===== src/rtl/maskgpio_pkg.sv =====
package maskgpio_pkg;
  // Per-pin direction encoding shared by the port and its checker
  typedef enum logic {
    PIN_IS_INPUT  = 1'b0,
    PIN_IS_OUTPUT = 1'b1
  } pin_dir_e;

  localparam int unsigned MIN_SYNC_STAGES = 2;
endpackage


===== src/rtl/maskgpio_in_sync.sv =====
module maskgpio_in_sync #(
  parameter int unsigned W      = 8,
  parameter int unsigned STAGES = 2
) (
  input  logic         clk,
  input  logic         rst_n,
  input  logic [W-1:0] d_async,
  output logic [W-1:0] q_sync
);
  logic [W-1:0] stage_q [STAGES];

  always_ff @(posedge clk) begin
    if (!rst_n) stage_q[0] <= '0;
    else        stage_q[0] <= d_async;
  end

  for (genvar s = 1; s < STAGES; s++) begin : g_stage
    always_ff @(posedge clk) begin
      if (!rst_n) stage_q[s] <= '0;
      else        stage_q[s] <= stage_q[s-1];
    end
  end

  assign q_sync = stage_q[STAGES-1];
endmodule


===== src/rtl/maskgpio_out_reg.sv =====
module maskgpio_out_reg #(
  parameter int unsigned W = 8
) (
  input  logic         clk,
  input  logic         rst_n,
  input  logic         wr_fire,
  input  logic [W-1:0] wr_mask,
  input  logic [W-1:0] wr_data,
  output logic [W-1:0] out_q
);
  // Bits under the mask come from the new data, the rest from the old value
  function automatic logic [W-1:0] merge_masked(
    input logic [W-1:0] old_v,
    input logic [W-1:0] new_v,
    input logic [W-1:0] m
  );
    return (old_v & ~m) | (new_v & m);
  endfunction

  always_ff @(posedge clk) begin
    if (!rst_n)       out_q <= '0;
    else if (wr_fire) out_q <= merge_masked(out_q, wr_data, wr_mask);
  end
endmodule


===== src/rtl/maskgpio_read_mux.sv =====
module maskgpio_read_mux
  import maskgpio_pkg::*;
#(
  parameter int unsigned W = 8
) (
  input  logic         clk,
  input  logic         rst_n,
  input  logic         rd_fire,
  input  logic [W-1:0] rd_mask,
  input  logic [W-1:0] dir,
  input  logic [W-1:0] den,
  input  logic [W-1:0] out_q,
  input  logic [W-1:0] in_sync,
  output logic [W-1:0] rdata_q
);
  logic [W-1:0] pin_view;

  // Output pins show the register, enabled input pins show the pad level
  function automatic logic pin_level(
    input logic d,
    input logic e,
    input logic o,
    input logic i
  );
    if (pin_dir_e'(d) == PIN_IS_OUTPUT) return o;
    return e & i;
  endfunction

  for (genvar p = 0; p < W; p++) begin : g_pin
    assign pin_view[p] = rd_mask[p] & pin_level(dir[p], den[p], out_q[p], in_sync[p]);
  end

  always_ff @(posedge clk) begin
    if (!rst_n)       rdata_q <= '0;
    else if (rd_fire) rdata_q <= pin_view;
  end
endmodule


===== src/rtl/maskgpio_port.sv =====
module maskgpio_port
  import maskgpio_pkg::*;
#(
  parameter int unsigned NPINS       = 8,
  parameter int unsigned SYNC_STAGES = 2
) (
  input  logic             clk,
  input  logic             rst_n,
  input  logic             bus_sel,
  input  logic             bus_wr,
  input  logic [NPINS-1:0] bus_idx,
  input  logic [NPINS-1:0] bus_wdata,
  output logic [NPINS-1:0] bus_rdata,
  input  logic [NPINS-1:0] cfg_dir,
  input  logic [NPINS-1:0] cfg_den,
  input  logic [NPINS-1:0] pad_in,
  output logic [NPINS-1:0] pad_out,
  output logic [NPINS-1:0] pad_oe
);
  localparam int unsigned SYNC_N =
    (SYNC_STAGES < MIN_SYNC_STAGES) ? MIN_SYNC_STAGES : SYNC_STAGES;

  // Named internal events, also seen by the bound checker
  logic             wr_fire;
  logic             rd_fire;
  logic [NPINS-1:0] acc_mask;
  logic [NPINS-1:0] in_sync;

  assign wr_fire  = bus_sel &  bus_wr;
  assign rd_fire  = bus_sel & ~bus_wr;
  assign acc_mask = bus_idx;
  assign pad_oe   = cfg_dir;

  maskgpio_in_sync #(.W(NPINS), .STAGES(SYNC_N)) u_sync (
    .clk     (clk),
    .rst_n   (rst_n),
    .d_async (pad_in),
    .q_sync  (in_sync)
  );

  maskgpio_out_reg #(.W(NPINS)) u_out (
    .clk     (clk),
    .rst_n   (rst_n),
    .wr_fire (wr_fire),
    .wr_mask (acc_mask),
    .wr_data (bus_wdata),
    .out_q   (pad_out)
  );

  maskgpio_read_mux #(.W(NPINS)) u_rd (
    .clk     (clk),
    .rst_n   (rst_n),
    .rd_fire (rd_fire),
    .rd_mask (acc_mask),
    .dir     (cfg_dir),
    .den     (cfg_den),
    .out_q   (pad_out),
    .in_sync (in_sync),
    .rdata_q (bus_rdata)
  );
endmodule


===== config.mk =====
export PLATFORM = sky130hd
export DESIGN_NAME = maskgpio_port
export DESIGN_NICKNAME = d
export VERILOG_FILES = /design/src/rtl/maskgpio_pkg.sv /design/src/rtl/maskgpio_in_sync.sv /design/src/rtl/maskgpio_out_reg.sv /design/src/rtl/maskgpio_read_mux.sv /design/src/rtl/maskgpio_port.sv
export SDC_FILE = /design/constraint.sdc
export NUM_CORES = 1
export LEC_CHECK = 0
export BUFFER_PORTS_ARGS = -buffer_cell sky130_fd_sc_hd__buf_2
export CAP_MARGIN = 20
export CORE_ASPECT_RATIO = 0.5
export CORE_UTILIZATION = 44
export CTS_CLUSTER_DIAMETER = 150
export DETAILED_ROUTE_END_ITERATION = 10
export GPL_TIMING_DRIVEN = 0
export PLACE_DENSITY = 0.78
export SLEW_MARGIN = 15
export SYNTH_ARGS = -nofsm -noshare
export SYNTH_HDL_FRONTEND = slang
export SYNTH_SLANG_ARGS = --single-unit

===== constraint.sdc =====
create_clock -name clk -period 1.1 [get_ports clk]
set_input_delay 0.22 -clock clk [delete_from_list [all_inputs] [get_ports clk]]
set_output_delay 0.22 -clock clk [all_outputs]
set_load 0.005 [all_outputs]

# Yosys cells after proc, flatten, opt, wreduce, memory -nomap -nowiden
# Memory sizes are Yosys's and may differ from the RTL's.
# Index checks and enable logic that the tools add are counted.
[totals]
ram_bits = 16
elab_cells = 56
ff_bits = 16
in_bits = 44
mem_count = 1
output_inout_bits = 24
[memory_table]
columns = ["name", "words", "word_bits", "read_ports", "rd_clocked_by_memory_dff", "wr", "line_no", "rtl"]
rows = [
  ["u_sync.stage_q", 2, 8, 2, 0, 2, "maskgpio_in_sync.sv:10", "logic [W-1:0] stage_q [STAGES];"],
]
[classes]
n_mux = 28
n_bitwise = 25
[ops]
columns = ["cell", "n"]
rows = [
  ["$mux W1", 26],
  ["$and A1 B1 Y1", 18],
  ["$and A8 B8 Y8", 2],
  ["$mux W8", 2],
  ["$not A8 Y8", 1],
  ["$or A8 B8 Y8", 1],
  ["$or A1 B1 Y1", 2],
  ["$not A1 Y1", 1],
]

# Logic depth before layout (Yosys ltp)
[logic_depth]
depth_word = 3
ltp_mapped = 5
mapped_depth_nobuf = 3

# Cells and area by module
# From an unflattened synthesis, not the netlist that was laid out.
[unflattened]
hier_cells = 129
hier_area_um2 = 1316.3
[modules_own_cells]
columns = ["module", "instances", "seq_area_each_um2", "cells_each", "area_per_inst_um2"]
rows = [
  ["maskgpio_in_sync", 1, 320.3, 33, 446.7],
  ["maskgpio_read_mux", 1, 160.2, 43, 435.4],
  ["maskgpio_out_reg", 1, 160.2, 43, 357.8],
  ["maskgpio_port", 1, 0.0, 10, 76.3],
]

# Least setup slack after synthesis
# No wires, ideal clock.
[synth_path]
path_kind = "in2reg"
start = "input bus_wr"
end = "register u_rd.rdata_q[0]"
n_path_buf = 2
t_arrival_ns = 0.745
setup_ns = 0.117
slack_ns = 0.238
required_ns = 0.983
stages = 5
cell_sequence = "buf_6 -> nand2b_1 -> buf_2 -> nand3_1 -> o21ai_2"
[synth_between]
elab_chain_cells = 2
[synth_lines]
columns = ["element", "line_no", "rtl"]
rows = [
  ["start, declared", "maskgpio_port.sv:10", "input logic bus_wr,"],
  ["$not A1 Y1", "maskgpio_port.sv:30", "assign rd_fire = bus_sel & ~bus_wr;"],
  ["$and A1 B1 Y1", "maskgpio_port.sv:30", ""],
  ["end signal, assigned", "maskgpio_read_mux.sv:35", "else if (rd_fire) rdata_q <= pin_view;"],
  ["end, declared", "maskgpio_read_mux.sv:14", "output logic [W-1:0] rdata_q"],
]
# No other way between the ends.
# A chain may end at the register's enable or synchronous reset.

==> metrics.md <==
| Metric | Value |
|---|---|
| # setup viols final | 0 |
| First-pass GRT wire length | 4100 µm |
| # clock sinks | 32 |
| Seq/Total Area, Yosys | 0.489 |
| TritonRoute pass-1 iters | 4 |
| Static Leakage | 0.884 nW |
| CP cell instances | buf_2 |
| Non-Filler Instances | 236 |
| GR Util All Layers | 0.188 |
| Cell Pwr Density | 1290 nW/µm² |
| Placeable Area | 2700 µm² |
| Family with the most delay on the worst path | flip-flops |
| Peak Freq | 1030 MHz |
| Post-route DRC | 0 |
| CP max stage delay | 0.35 ns |
| Place WS | 0.156 ns |
| CTS Hold Bufs | 0 |
| Initial antenna violation count | 0 |
| Chip width | 79.1 µm |
| Finished Cell Area | 1740 µm² |
| Syn Inst Count | 130 |
| Largest net degree at the start of global routing | 11 |
| Row cnt | 13 |
| RSZ-0062 raised after global routing | false |
| Synthesis Warnings | 0 |
| ANT cells | 0 |
| Worst hold path type | in2reg |
| Final WS setup | 0.126 ns |
| CP Capture Type | output pin |
| Crit Path Max Fanout | 3 |
| Hold Violations, Final | 0 |
| Slew HR | 0.723 |
| Starting density of the core | 0.485 |
| Gp weighted congestion | 0.727 |
| Synthesized Nets | 174 |
| Slew at the pin closest to its max-slew limit | 0.416 ns |
| Grt ovf | 0 |
| Slew Viols, Final | 0 |
| Post-layout total power | 2.25 mW |
| Number of I/O pins | 68 |
| Area post-placement | 1680 µm² |
| Area grow syn2layout | 33.3% |
| Maximum vdd drop | 780 µV |
| Later-pin clock latency in the skew report | 0.28 ns |
| Arrival time worst endpoint | 0.75 ns |
| Most frequent cells in the layout | 65 x buf_2, 32 x dfxtp_1, 24 x nand3_1, 16 x and2_1, 9 x buf_4 |
| Drt total wl | 2810 µm |
| Root buf cell | clkbuf_8 |
| Fin util | 0.646 |
| First DRT Iteration DRCs | 29 |
| FILL cells | 245 |
| Drt wl/cell | 11.9 µm |
| Buffers on Ports | 64 |
| Commonest non-fill, non-tap cell in the layout | buf_2 |
| Unique masters post-synth | 14 |
| Crit path buffers/inverters | 1 |
| Post-route clock period utilization | 0.885 |
| CTS buffer count | 5 |
| Startpoint Class | flop |
| Hpwl dp | 2140 µm |
| Vias per inst | 4.67 |
| H-Tree Level Count | 2 |
| # resized after CTS | 0 |
| Min cycle time layout | 0.974 ns |
| CTS tree | yes |
| Max Cap Violations | 0 |
| Hold Slack | 0.145 ns |
| ANT nets after route | 0 |
| Full die area | 3210 µm² |
| Max Clock Skew | 0.00485 ns |
| Vias in the first global route | 892 |
| Nets | 245 |
| DR vias | 1101 |
| DP Cell Count | 231 |
| Cell area after synthesis | 1310 µm² |
| TNS Setup | 0 ns |
| Clock buffer depth | 2 |
| Synth Area per Inst | 10.1 µm² |
| Share of layout cells above drive strength 1 | 0.457 |
| Synth Register Bits | 32 |
| Post-CTS setup buffer count | 0 |
| WP data required | 0.88 ns |
| Outcome | complete, no violations |
| CP Class | reg2out |
| Die height | 40.6 µm |
| Clock slew at reported path FFs | 0.06 ns |
| Worst path slowest cell | dfxtp_1 |
==> worst paths after layout <==
kind                   startpoint                   end  slack [ns]  cells after the start
max                          flop            pad_out[5]        0.13                      1
min                     pad_in[3]  u_sync.stage_q[0][3]        0.14                      2
max reg2reg  u_sync.stage_q[1][7]       u_rd.rdata_q[7]        0.29                      3
min reg2reg  u_sync.stage_q[0][4]  u_sync.stage_q[1][4]        0.43                      1
==> area by class of cell <==
class,count,area [µm²],share of cell area
buffer,16,118,0.0674
clock buffer,5,68.8,0.0395
tap,37,46.3,0.0265
multi-input combinational,82,551,0.316
timing repair buffer,64,320,0.184
sequential,32,641,0.367
==> cells in the mapped netlist <==
library cell | n | area share
a21oi_1 | 8 | 0.031
nor2b_4 | 1 | 0.011
mux2i_1 | 8 | 0.061
buf_6 | 3 | 0.026
nor2b_1 | 8 | 0.038
nand3_1 | 24 | 0.092
nand2b_1 | 1 | 0.0048
and3b_1 | 8 | 0.054
buf_4 | 9 | 0.052
and2_1 | 16 | 0.076
o21ai_2 | 8 | 0.054
dfxtp_1 | 32 | 0.49
buf_2 | 1 | 0.0038
clkbuf_1 | 3 | 0.0086
==> kinds of logic after synthesis <==
family	count (synthesis)	synth area share
AOI/OAI and AO/OA	16	0.0841
buffers and inverters	16	0.0899
DFF	32	0.489
muxes	8	0.0612
and+or+nand+nor	58	0.275
==> report_power, final <==
group	internal (mW)	switching, mW
combinational	0.149	0.113
sequential	1.20	0.0126
clock	0.406	0.375
total	1.75	0.501
==> layer usage <==
metal / GRT usage / wire length [µm]
met1: 0.214 / 1240
met2: 0.310 / 1340
met3: 0.0818 / 182
met4: 0.109 / 46
met5: 0 / 0
No activity file was read; power rests on OpenSTA's default activity.
